[config.mk]
export PLATFORM = sky130hd
export DESIGN_NAME = os_tick_timer
export DESIGN_NICKNAME = d
export VERILOG_FILES = /design/src/rtl/ostmr_pkg.sv /design/src/rtl/ostmr_stamp.sv /design/src/rtl/ostmr_countdown.sv /design/src/rtl/ostmr_flags.sv /design/src/rtl/os_tick_timer.sv
export SDC_FILE = /design/constraint.sdc
export NUM_CORES = 1
export LEC_CHECK = 0
export BUFFER_PORTS_ARGS = -buffer_cell sky130_fd_sc_hd__buf_2
export CORE_MARGIN = 5
export CORE_UTILIZATION = 50
export CTS_CLUSTER_DIAMETER = 120
export DETAILED_ROUTE_END_ITERATION = 6
export GPL_TIMING_DRIVEN = 0
export PLACE_DENSITY = 0.75
export SLEW_MARGIN = 0
export SYNTH_ARGS = -nofsm -noshare
export SYNTH_HDL_FRONTEND = slang
export SYNTH_SLANG_ARGS = --single-unit
[constraint.sdc]
create_clock -name clk -period 4.4 [get_ports clk]
set_input_delay 0.22 -clock clk [delete_from_list [all_inputs] [get_ports clk]]
set_output_delay 0.22 -clock clk [all_outputs]
set_load 0.1 [all_outputs]
[src/rtl/ostmr_pkg.sv]
package ostmr_pkg;
   // byte offsets inside the peripheral window
   localparam int OFF_STAMP  = 'h00;
   localparam int OFF_COUNT  = 'h04;
   localparam int OFF_RELOAD = 'h08;
   localparam int OFF_STATUS = 'h20;
   // control bits packed into the reload word
   localparam int CTRL_BITS  = 2;
   localparam int BIT_EN     = 0;
   localparam int BIT_ONCE   = 1;
   // status bit positions
   localparam int ST_TIMER   = 0;
   localparam int ST_STAMP   = 2;
   // pending flag slots
   localparam int PF_TIMER   = 0;
   localparam int PF_STAMP   = 1;
   localparam int PF_COUNT   = 2;

   typedef enum logic [2:0] {
      SEL_NONE, SEL_STAMP, SEL_COUNT, SEL_RELOAD, SEL_STATUS
   } reg_sel_e;
endpackage

[src/rtl/ostmr_stamp.sv]
module ostmr_stamp #(
   parameter int W = 32
) (
   input  logic         clk,
   input  logic         rst_n,
   input  logic         load,
   input  logic [W-1:0] load_val,
   output logic [W-1:0] value,
   output logic         wrap
);
   localparam logic [W-1:0] TOP = {W{1'b1}};

   generate
      if (W < 2) begin : g_bad_w
         $error("ostmr_stamp: W must be at least 2");
      end
   endgenerate

   assign wrap = (value == TOP) && !load;

   always_ff @(posedge clk) begin
      if (!rst_n)
         value <= '0;
      else if (load)
         value <= load_val;
      else
         value <= value + 1'b1;
   end
endmodule

[src/rtl/ostmr_countdown.sv]
module ostmr_countdown
   import ostmr_pkg::*;
#(
   parameter int W = 32
) (
   input  logic         clk,
   input  logic         rst_n,
   input  logic         ctl_wr,
   input  logic [W-1:0] ctl_wdata,
   output logic [W-1:0] ctl_q,
   output logic [W-1:0] count_q,
   output logic         expire
);
   localparam int HI = W - 1;

   generate
      if (W <= CTRL_BITS + 1) begin : g_bad_w
         $error("ostmr_countdown: W too small for packed control bits");
      end
   endgenerate

   logic [W-1:0] reload_val;
   logic [W-1:0] wr_masked;
   logic         running;
   logic         once;

   assign reload_val = {ctl_q[HI:CTRL_BITS], {CTRL_BITS{1'b0}}};
   assign wr_masked  = {ctl_wdata[HI:CTRL_BITS], {CTRL_BITS{1'b0}}};
   assign running    = ctl_q[BIT_EN];
   assign once       = ctl_q[BIT_ONCE];
   assign expire     = running && (count_q == '0) && !ctl_wr;

   always_ff @(posedge clk) begin
      if (!rst_n) begin
         ctl_q   <= '0;
         count_q <= '0;
      end else if (ctl_wr) begin
         ctl_q <= ctl_wdata;
         if (ctl_wdata[BIT_EN])
            count_q <= wr_masked;
      end else if (expire) begin
         if (once)
            ctl_q[BIT_EN] <= 1'b0;
         else
            count_q <= reload_val;
      end else if (running) begin
         count_q <= count_q - 1'b1;
      end
   end
endmodule

[src/rtl/ostmr_flags.sv]
module ostmr_flags #(
   parameter int N = 2
) (
   input  logic         clk,
   input  logic         rst_n,
   input  logic [N-1:0] set_in,
   input  logic [N-1:0] clr_in,
   output logic [N-1:0] pend
);
   generate
      if (N < 1) begin : g_bad_n
         $error("ostmr_flags: N must be positive");
      end
      for (genvar i = 0; i < N; i++) begin : g_flag
         always_ff @(posedge clk) begin
            if (!rst_n)
               pend[i] <= 1'b0;
            else if (set_in[i])
               pend[i] <= 1'b1;
            else if (clr_in[i])
               pend[i] <= 1'b0;
         end
      end
   endgenerate
endmodule

[src/rtl/os_tick_timer.sv]
module os_tick_timer
   import ostmr_pkg::*;
#(
   parameter int DATA_W = 32,
   parameter int ADDR_W = 8
) (
   input  logic              clk,
   input  logic              rst_n,
   input  logic              bus_sel,
   input  logic              bus_wr,
   input  logic [ADDR_W-1:0] bus_addr,
   input  logic [DATA_W-1:0] bus_wdata,
   output logic [DATA_W-1:0] bus_rdata,
   output logic              tick_irq
);
   localparam int MIN_ADDR_W = $clog2(OFF_STATUS + 1);

   generate
      if (ADDR_W < MIN_ADDR_W) begin : g_bad_addr
         $error("os_tick_timer: ADDR_W cannot reach the status offset");
      end
      if (DATA_W <= ST_STAMP) begin : g_bad_data
         $error("os_tick_timer: DATA_W too narrow for status bits");
      end
   endgenerate

   reg_sel_e          sel_reg;
   logic              wr_stamp, wr_reload, wr_status;
   logic [DATA_W-1:0] stamp_q, count_q, ctl_q, status_w;
   logic              stamp_wrap, t1_expire;
   logic [PF_COUNT-1:0] pend_q, pend_set, pend_clr;

   always_comb begin
      if (bus_addr == ADDR_W'(OFF_STAMP))       sel_reg = SEL_STAMP;
      else if (bus_addr == ADDR_W'(OFF_COUNT))  sel_reg = SEL_COUNT;
      else if (bus_addr == ADDR_W'(OFF_RELOAD)) sel_reg = SEL_RELOAD;
      else if (bus_addr == ADDR_W'(OFF_STATUS)) sel_reg = SEL_STATUS;
      else                                      sel_reg = SEL_NONE;
   end

   assign wr_stamp  = bus_sel && bus_wr && (sel_reg == SEL_STAMP);
   assign wr_reload = bus_sel && bus_wr && (sel_reg == SEL_RELOAD);
   assign wr_status = bus_sel && bus_wr && (sel_reg == SEL_STATUS);

   ostmr_stamp #(.W(DATA_W)) u_stamp (
      .clk      (clk),
      .rst_n    (rst_n),
      .load     (wr_stamp),
      .load_val (bus_wdata),
      .value    (stamp_q),
      .wrap     (stamp_wrap)
   );

   ostmr_countdown #(.W(DATA_W)) u_cnt (
      .clk       (clk),
      .rst_n     (rst_n),
      .ctl_wr    (wr_reload),
      .ctl_wdata (bus_wdata),
      .ctl_q     (ctl_q),
      .count_q   (count_q),
      .expire    (t1_expire)
   );

   always_comb begin
      pend_set           = '0;
      pend_set[PF_TIMER] = t1_expire;
      pend_set[PF_STAMP] = stamp_wrap;
      pend_clr           = '0;
      pend_clr[PF_TIMER] = wr_status && bus_wdata[ST_TIMER];
      pend_clr[PF_STAMP] = wr_status && bus_wdata[ST_STAMP];
   end

   ostmr_flags #(.N(PF_COUNT)) u_flags (
      .clk    (clk),
      .rst_n  (rst_n),
      .set_in (pend_set),
      .clr_in (pend_clr),
      .pend   (pend_q)
   );

   generate
      for (genvar b = 0; b < DATA_W; b++) begin : g_status
         if (b == ST_TIMER) begin : g_t
            assign status_w[b] = pend_q[PF_TIMER];
         end else if (b == ST_STAMP) begin : g_s
            assign status_w[b] = pend_q[PF_STAMP];
         end else begin : g_z
            assign status_w[b] = 1'b0;
         end
      end
   endgenerate

   always_comb begin
      bus_rdata = '0;
      if (bus_sel && !bus_wr) begin
         case (sel_reg)
            SEL_STAMP:  bus_rdata = stamp_q;
            SEL_COUNT:  bus_rdata = count_q;
            SEL_RELOAD: bus_rdata = ctl_q;
            SEL_STATUS: bus_rdata = status_w;
            default:    bus_rdata = '0;
         endcase
      end
   end

   assign tick_irq = pend_q[PF_TIMER];
endmodule

==> impl_metrics.yaml, run 1 <==
global_route:
  grt_pass1_vias: 6473
  wire_length_of_the_first_global_routing_pass_mm: 36.0
  pin_count_of_the_biggest_net_entering_global_routing: 17
  antenna_violations_before_repair: 0
  grt_overflow_total: 0
  gr-usage-all-layers_pct: 32.4
yosys:
  net_count_synth: 789
  synth-compound-area-share_pct: 30.1
  synthMuxAreaShare_pct: 0.681
  netlist_top_cells_area: "sky130_fd_sc_hd__dfxtp_1 (33%), sky130_fd_sc_hd__nand2_1 (6.9%), sky130_fd_sc_hd__a222oi_1 (5.1%), sky130_fd_sc_hd__a21boi_0 (4.6%), sky130_fd_sc_hd__nor2_1 (4.2%)"
  synthXorXnorAreaFrac_pct: 4.62
  cell_type_with_the_highest_aggregate_area_in_the_netlist: "sky130_fd_sc_hd__dfxtp_1"
  ys_dominant_reg_cell: "sky130_fd_sc_hd__dfxtp_1"
  seq_area_frac_synth_pct: 33.4
  synth.cell_area_um2: 5880
  post_synthesis_share_of_cell_area_spent_on_full_adders_half_adders_and_majority_gates_pct: 0.639
  ys_seq_elements: 98
  post_synthesis_async_set_or_reset_flop_share_pct: 0
  synth-edff-count: 0
  largest_family_of_logic_cells_by_synthesized_area: "compound AO/OA/AOI/OAI gates"
  ys_types: 72
  ys_warn_count: 0
  syn-instance-count: 742
  yosys.area.top_type_share_pct: 33.4
  simple_gate_fraction_of_synth_area_pct: 25.6
  synthesized_area_divided_by_synthesized_cell_count_um2: 7.92
clocking:
  tritoncts_num_sinks: 98
  cts_tree: "done"
  cts_hold_repair_buffers: 0
  depth_of_the_cts_h_tree: 3
  clk_latency_ns: 0.37
  cts_post_setup_buffers_inserted: 0
  cts.repair.resized: 0
  cts-root-buf: "sky130_fd_sc_hd__clkbuf_16"
  clock_tree.buffer_depth: 2
  cts.clk_slew.worst_paths_ns: 0.08
  cts-buffers-inserted: 9
sta:
  rsz0062_at_grt: "false"
  slew_viol_final: 0
  tightestPinTransition_ns: 1.30
  timing.max_slew.rel_slack_pct: 12.3
  finClkSkew_ns: 0.0106
  fmax_ghz: 0.288
  finalWorstSetupSlack_ns: 0.926
  fin_crit_share_pct: 79.0
  finalCriticalPeriod_ns: 3.47
  final_hold_viol_count: 0
  fin_setup_tns_ns: 0
  timing.final.setup_violations: 0
floorplanning:
  die_extent_in_x_um: 118
  die_outline_area_um2: 14000
  dieHeight_um: 118
  core_area_um2: 11500
  num_io_pins: 77
  fp-row-count: 39
  start_util_pct: 51.3
critical_path:
  timing.reg2reg.worst_path_depth: 8
  critical_path.most_common_cell: "sky130_fd_sc_hd__clkbuf_1"
  crit_arrival_ns: 3.73
  critPathRequiredTime_ns: 4.66
  timing.critical_path.cells: "clkbuf_1 > nor4_1 > and2_0 > clkbuf_1 > nand4_1 > o211ai_1 > o21ai_0 > a22o_1"
  cp.depth: 8
  critical-path-top-delay-family: "simple AND/OR/NAND/NOR gates"
  critPathCaptureType: "flip-flop"
  critical_path.slowest_cell: "sky130_fd_sc_hd__nor4_1"
  crit_type: "reg2reg"
  worstSetupStartpointType: "flip-flop"
  path_max_fanout: 10
  max_stage_delay_ns: 0.75
  critical_path.n_buffers_inverters: 2
power_and_ir_drop:
  switching_share_pct: 24.5
  power_frac_seq_pct: 48.7
  vdd.ir_drop.worst_v: 0.000361
  pwr_density_cell_nw_per_um2: 271
  switchingPower_mw: 0.450
  report.power.total_mw: 1.84
  internal-power_mw: 1.39
  power_leakage_nw: 2.56
  power.share.clock_pct: 45.6
  share_comb_of_total_power_pct: 5.7
placement:
  pre_cts_slack_ns: 1.11
  io_buffers: 76
  dp.final_hpwl_mm: 17.2
  placement.cell_area_um2: 6480
  gp_routability_congestion: 0.977
final_layout:
  n_fill_cell: 1096
  area_growth_syn_to_layout_pct: 15.4
  antenna_cells_inserted: 0
  multi_input_comb_area_um2: 3640
  layout-drive-gt1-share_pct: 14.6
  mostFrequentLayoutCell: "sky130_fd_sc_hd__nand2_1"
  layout.cell_area.non_filler_um2: 6780
  final_nets: 879
  ff_latch_area_um2: 1960
  layout.cells.most_common_list: "sky130_fd_sc_hd__nand2_1 (108), sky130_fd_sc_hd__dfxtp_1 (98), sky130_fd_sc_hd__buf_2 (79)"
detailed_routing:
  drc: 0
  drt-vias-per-instance: 6.86
  route.detailed.wl_per_inst_um: 23.9
  postRouteWirelength_mm: 23.4
  drt.antenna.violating_nets: 0
  detailedRoute.firstPassIterationCount: 7
  via_count: 6721
  drt_iter0_markers: 924
min_path:
  hold_path_class: "in2reg"
  min_delay_path_depth: 2
outcome:
  status: "completed"
run:
  maxCapViolations: 0
flip-flops by register name, summed over array words and instances, names as in the netlist:
| signal | flops |
|---|---|
| u_cnt.count_q | 32 |
| u_cnt.ctl_q | 32 |
| u_stamp.value | 32 |
| u_flags.pend | 2 |
synthesized netlist by cell type, drive strengths merged, types with 8 or more instances:
master and n:
a21boi 37, o21ai 49, o211a 12, nand3 34
buf 12, nand4 17, a32o 11, nor3 24
xnor2 12, a21oi 27, a221oi 8, nand2 109
dfxtp 98, nor4 16, xor2 19, o211ai 10
a222oi 30, nor2 66, clkbuf 45
cell type report:
class / count / area share, %
buffer: 57 / 3.98
clock buffer: 10 / 3.52
clock inverter: 6 / 0.941
inverter: 6 / 0.332
multi-input combinational: 581 / 53.7
sequential: 98 / 28.9
tap: 143 / 2.64
timing repair buffer: 79 / 5.96
stage by stage:
| step | hold slack [ns] | util (%) | std cells |
|---|---|---|---|
| finish | 0.109 | 59.2 | 980 |
| global route | 0.125 | 59.2 | 980 |
| CTS | 0.108 | 59.1 | 979 |
| detailed placement | 0.476 | 56.5 | 963 |
| global placement | 0.468 | 56.1 | 961 |
| floorplan | 0.365 | - | 742 |
final timing paths:
kind                                           to              from  slack [ns]
worst min-delay path             u_stamp.value[3]      bus_wdata[3]        0.11
worst max register to register  u_cnt.count_q[19]  u_cnt.count_q[8]        0.93
worst min register to register    u_cnt.ctl_q[15]   u_cnt.ctl_q[15]        0.49
worst max-delay path            u_cnt.count_q[19]  u_cnt.count_q[8]        0.93
kinds of logic after synthesis:
kind of cell	after synthesis
AO/OA/AOI/OAI	234
adder cells (fa/ha/maj)	3
flip-flops	98
buffers and inverters	63
AND/OR/NAND/NOR	309
XOR/XNOR	31
multiplexers	4
layer usage:
metal | vias to the layer above | share of wire [%] | routed length (um) | track usage (%)
met3 | 58 | 11 | 2640 | 8.07
met5 | - | 0 | 0 | 0
met1 | 3212 | 39 | 9240 | 42.3
met2 | 452 | 46 | 10700 | 51.3
met4 | 0 | 3.5 | 819 | 13.0
li1 | 2999 | - | - | -
power groups by stage:
stage          Sequential [mW]  Combinational [mW]  Clock [mW]
6_report                 0.894               0.104       0.837
3_5_place_dp             0.915               0.101           0
3_3_place_gp             0.914              0.0975           0
5_1_grt                  0.894               0.112       0.869
4_1_cts                  0.894               0.101       0.833
2_1_floorplan            0.913              0.0492           0
(Power assumes the default switching activity.)
==> run 2, diff against run 1 <==
clock period = 3.4 ns   (was 4.4 ns; I/O delays follow)
==> run 2 against run 1 <==
Effect of this change:
- utilization is 0.31 points higher
- sequential cell count stayed put
- routed wire length is 1.2% lower
- design area is 0.52% higher
- highest routed layer unchanged
==> impl_metrics.yaml, run 2 (synthesis results as in run 1) <==
power_and_ir_drop:
  switchingPower_mw: 0.576
  switching_share_pct: 23.4
  power.share.clock_pct: 47.6
  report.power.total_mw: 2.46
  pwr_density_cell_nw_per_um2: 361
  share_comb_of_total_power_pct: 5.4
  vdd.ir_drop.worst_v: 0.000410
  internal-power_mw: 1.89
  power_frac_seq_pct: 47.0
  power_leakage_nw: 2.57
final_layout:
  layout.cells.most_common_list: "sky130_fd_sc_hd__nand2_1 (108), sky130_fd_sc_hd__dfxtp_1 (98), sky130_fd_sc_hd__buf_2 (79)"
  antenna_cells_inserted: 0
  layout.core_utilization_pct: 59.5
  area_growth_syn_to_layout_pct: 16.0
  instances_no_fill: 978
  mostFrequentLayoutCell: "sky130_fd_sc_hd__nand2_1"
  final_nets: 877
  layout-drive-gt1-share_pct: 14.7
  reg.largest.list: "u_cnt.count_q (32), u_cnt.ctl_q (32), u_stamp.value (32)"
  n_fill_cell: 1066
critical_path:
  crit_arrival_ns: 3.46
  timing.reg2reg.worst_path_depth: 7
  critPathRequiredTime_ns: 3.66
  crit_type: "reg2reg"
  critical_path.slowest_cell: "sky130_fd_sc_hd__o211ai_1"
  timing.critical_path.cells: "or4_1 > buf_2 > nor4_1 > nand4_1 > o211ai_1 > o21ai_0 > a32o_1"
  path_max_fanout: 10
  worstReg2RegStart: "u_cnt.count_q[24]"
  worstSetupStartpointType: "flip-flop"
  max_stage_delay_ns: 0.59
  critPathCaptureType: "flip-flop"
  r2r_slack_ns: 0.19
  critical_path.reg2reg.endpoint: "u_cnt.count_q[23]"
sta:
  fmax_ghz: 0.312
  tightestPinTransition_ns: 1.35
  fin_crit_share_pct: 94.3
  fin_hold_ws_ns: 0.0729
  rsz0062_at_grt: "false"
  final_hold_viol_count: 0
  finClkSkew_ns: 0.0100
  finalCriticalPeriod_ns: 3.21
  timing.final.setup_violations: 0
  timing.max_slew.rel_slack_pct: 9.22
  slew_viol_final: 0
floorplanning:
  die_outline_area_um2: 14000
  core_area_um2: 11500
  num_io_pins: 77
  start_util_pct: 51.3
  fp-row-count: 39
  dieHeight_um: 118
  die_extent_in_x_um: 118
detailed_routing:
  via_count: 6655
  drt.antenna.violating_nets: 0
  drt-vias-per-instance: 6.80
  detailedRoute.firstPassIterationCount: 7
  drc: 0
  route.detailed.wl_per_inst_um: 23.7
  drt_iter0_markers: 1002
  postRouteWirelength_mm: 23.2
clocking:
  clock_tree.buffer_depth: 2
  depth_of_the_cts_h_tree: 3
  cts_post_setup_buffers_inserted: 0
  cts_tree: "done"
  cts-root-buf: "sky130_fd_sc_hd__clkbuf_16"
  cts-buffers-inserted: 9
  cts.clk_slew.worst_paths_ns: 0.08
  tritoncts_num_sinks: 98
  clk_latency_ns: 0.37
placement:
  io_buffers: 76
  gp_routability_congestion: 0.996
  place.detailed.instances: 962
  dp.final_hpwl_mm: 16.9
global_route:
  wire_length_of_the_first_global_routing_pass_mm: 35.6
  grt_pass1_vias: 6520
  gr-usage-all-layers_pct: 32.0
  pin_count_of_the_biggest_net_entering_global_routing: 16
  antenna_violations_before_repair: 0
  grt_overflow_total: 0
min_path:
  min_delay_path_depth: 3
  hold-path-endpoint: "u_cnt.ctl_q[18]"
  worst_hold_startpoint: "bus_wdata[18]"
  hold_path_class: "in2reg"
run:
  maxCapViolations: 0
outcome:
  status: "completed"
-- run 2: repair_timing --
| action | CTS | global route |
|---|---|---|
| hold buffers | 0 | 0 |
| resized for setup | 0 | 1 |
| endpoints found under the setup margin | 0 | 18 |
-- run 2: area by class of cell --
type	instances	area (um2)	area share, %
Multi-Input combinational cell	581	3660	53.7
Sequential cell	98	1960	28.8
Timing Repair Buffer	77	392	5.74
Buffer	57	270	3.96
Clock buffer	12	256	3.76
Tap cell	143	179	2.62
Clock inverter	4	73.8	1.08
Inverter	6	22.5	0.330
-- run 2: per-stage QoR --
step	cell area [um2]	TNS, ns	worst slack, ns
floorplan	5890	0	0.199
global route	6820	0	0.0225
finish	6820	0	0.195
CTS	6810	0	0.0947
global placement	6440	-7.56	-0.268
detailed placement	6480	0	0.148
-- run 2: worst max path at each step --
| stage | startpoint | to | slack (ns) | depth (start not counted) |
|---|---|---|---|---|
| final | u_cnt.count_q[24] | u_cnt.count_q[23] | 0.19 | 7 |
| after global routing | u_cnt.count_q[24] | u_cnt.count_q[23] | 0.02 | 7 |
| after CTS | u_cnt.count_q[8] | u_cnt.count_q[11] | 0.09 | 7 |
| after detailed placement | u_cnt.count_q[8] | u_cnt.count_q[11] | 0.15 | 9 |
| after global placement | bus_addr[4] | u_stamp.value[23] | -0.27 | 7 |
| after floorplan | bus_addr[4] | bus_rdata[30] | 0.20 | 5 |
-- run 2: power by group through the flow --
stage          Clock [mW]  Sequential, mW  Combinational, mW
2_1_floorplan           0            1.18             0.0637
3_3_place_gp            0            1.18              0.126
3_5_place_dp            0            1.18              0.130
4_1_cts              1.17            1.16              0.131
5_1_grt              1.21            1.16              0.144
6_report             1.17            1.16              0.134
-- run 2: worst max-delay path, delay by kind of cell (launching register included) --
| kind | cells | cell delay [ns] |
|---|---|---|
| AO/OA/AOI/OAI | 3 | 1.05 |
| AND/OR/NAND/NOR | 3 | 1.51 |
| buffers and inverters | 1 | 0.17 |
| flip-flops | 1 | 0.38 |
-- run 2: per-layer routing --
layer | wire [um] | vias to the layer above | track usage, %
met2 | 10600 | 429 | 50.6
met3 | 2360 | 53 | 6.45
li1 | - | 2989 | -
met4 | 823 | 0 | 15.5
met1 | 9360 | 3184 | 41.7
met5 | 0 | - | 0
==> run 3, diff against run 2 <==
REMOVE_ABC_BUFFERS = 1   (was default)
==> run 3 against run 2 <==
Effect of this change:
- power decreased by 9.3%
- sequential power about the same
- maximum frequency decreased by 2.1%
- die area unchanged
- non-clock buffer count decreased by 35
- routed wire length decreased by 18%
- largest cell class unchanged
==> impl_metrics.yaml, run 3 (synthesis results as in run 1) <==
global_route:
  pin_count_of_the_biggest_net_entering_global_routing: 102
  gr-usage-all-layers_pct: 26.2
  grt_overflow_total: 0
  wire_length_of_the_first_global_routing_pass_mm: 30.6
  antenna_violations_before_repair: 0
  grt_pass1_vias: 6013
clocking:
  clk_latency_ns: 0.36
  cts-root-buf: "sky130_fd_sc_hd__clkbuf_16"
  clock_tree.buffer_depth: 2
  tritoncts_num_sinks: 98
  cts_tree: "done"
  depth_of_the_cts_h_tree: 3
  cts.clk_slew.worst_paths_ns: 0.06
  cts-buffers-inserted: 9
detailed_routing:
  drt.antenna.violating_nets: 0
  dr.max_layer_used: "met4"
  postRouteWirelength_mm: 19.1
  drc: 0
  wl_met1_mm: 7.72
  via_count: 6426
  detailedRoute.firstPassIterationCount: 7
  route.detailed.wl_per_inst_um: 20.2
  route.met3.wl_mm: 1.93
  dr_wl_met2_mm: 8.82
  drt-vias-per-instance: 6.81
  drt_iter0_markers: 853
critical_path:
  critPathCaptureType: "output port"
  critPathRequiredTime_ns: 3.23
  crit_type: "in2out"
  timing.critical_path.cells: "buf_2 > or4_1 > nor3_1 > and3b_1 > a222oi_1 > nor2_1 > buf_2"
  crit_arrival_ns: 3.10
  critical_path.slowest_cell: "sky130_fd_sc_hd__and3b_1"
  worstSetupStartpointType: "primary input"
  max_stage_delay_ns: 1.13
  timing.reg2reg.worst_path_depth: 7
  path_max_fanout: 32
  critical_path.most_common_cell: "sky130_fd_sc_hd__buf_2"
final_layout:
  layout.cells.most_common_list: "sky130_fd_sc_hd__nand2_1 (107), sky130_fd_sc_hd__dfxtp_1 (98), sky130_fd_sc_hd__buf_2 (75)"
  final_nets: 843
  reg.largest.list: "u_cnt.count_q (32), u_cnt.ctl_q (32), u_stamp.value (32)"
  multi_input_comb_area_um2: 3710
  layout-drive-gt1-share_pct: 17.0
  layout.core_utilization_pct: 59.1
  layout.cell_area.non_filler_um2: 6780
  area_growth_syn_to_layout_pct: 15.3
  ff_latch_area_um2: 1960
  antenna_cells_inserted: 0
  n_fill_cell: 1038
  mostFrequentLayoutCell: "sky130_fd_sc_hd__nand2_1"
sta:
  slew_viol_final: 0
  fin_crit_share_pct: 96.3
  fmax_ghz: 0.305
  timing.final.setup_violations: 0
  final_hold_viol_count: 0
  finalCriticalPeriod_ns: 3.27
  rsz0062_at_grt: "false"
  fin_hold_ws_ns: 0.0761
  finClkSkew_ns: 0.00678
  timing.max_slew.rel_slack_pct: 7.15
  tightestPinTransition_ns: 1.39
floorplanning:
  dieHeight_um: 118
  num_io_pins: 77
  die_extent_in_x_um: 118
  fp-row-count: 39
  die_outline_area_um2: 14000
  core_area_um2: 11500
  start_util_pct: 51.3
placement:
  placement.cell_area_um2: 6340
  dp.final_hpwl_mm: 12.5
  io_buffers: 76
  gp_routability_congestion: 0.923
min_path:
  hold_path_class: "in2reg"
  min_delay_path_depth: 2
power_and_ir_drop:
  report.power.total_mw: 2.24
  power_leakage_nw: 2.59
  pwr_density_cell_nw_per_um2: 330
  vdd.ir_drop.worst_v: 0.000324
run:
  maxCapViolations: 0
outcome:
  status: "completed"
[run 3: cell types whose count changed in the layout (fill, tap and decap cells not counted), sizes merged]
cell,delta
clkbuf,-44
clkinv,+1
nor4,+1
bufinv,-2
buf,+10
[run 3: per-layer routing]
layer	global-route usage [%]	up-vias
met4	10.3	0
met2	42.7	399
li1	-	2932
met1	33.2	3031
met3	6.64	64
met5	0	-
[run 3: worst max-delay path: cells and delay by family]
family,cells,cell delay [ns]
compound gates,1,0.29
buf+inv,2,0.54
simple gates,4,2.09
[run 3: power breakdown]
part	switching, mW	internal [mW]
clock network	0.439	0.513
logic	0.0752	0.0495
registers	0.00607	1.15
total	0.521	1.71
[run 3: layout make-up]
type / count / area share [%]
clock inverters: 3 / 0.222
repair buffers: 99 / 9.38
well taps: 143 / 2.64
inverters: 6 / 0.332
multi-input cells: 582 / 54.8
clock buffers: 13 / 3.69
flip-flops and latches: 98 / 29.0
[run 3: path summary, 6_finish.rpt]
path,startpoint,endpoint,slack (ns)
hold reg to reg,u_cnt.ctl_q[2],u_cnt.ctl_q[2],0.48
setup reg to reg,u_cnt.count_q[24],u_cnt.count_q[23],0.14
setup / recovery,bus_addr[4],bus_rdata[11],0.13
hold / removal,bus_wdata[3],u_stamp.value[3],0.08
[run 3: timing repair]
item                                    CTS  global route
gates resized for setup                   2             4
hold buffers                              0             0
buffers inserted                          1            13
endpoints found under the hold margin     0             0
endpoints found under the setup margin   33            28
cloned                                    1             0
pin swaps                                 1             3
[run 3: metrics by stage]
step                TNS [ns]  cells  worst slack [ns]
detailed placement    -20.85    912            -0.904
global placement     -399.95    904             -6.31
global route               0    944            0.0301
CTS                        0    930            0.0129
finish                     0    944             0.126
floorplan            -148.77    685             -2.37
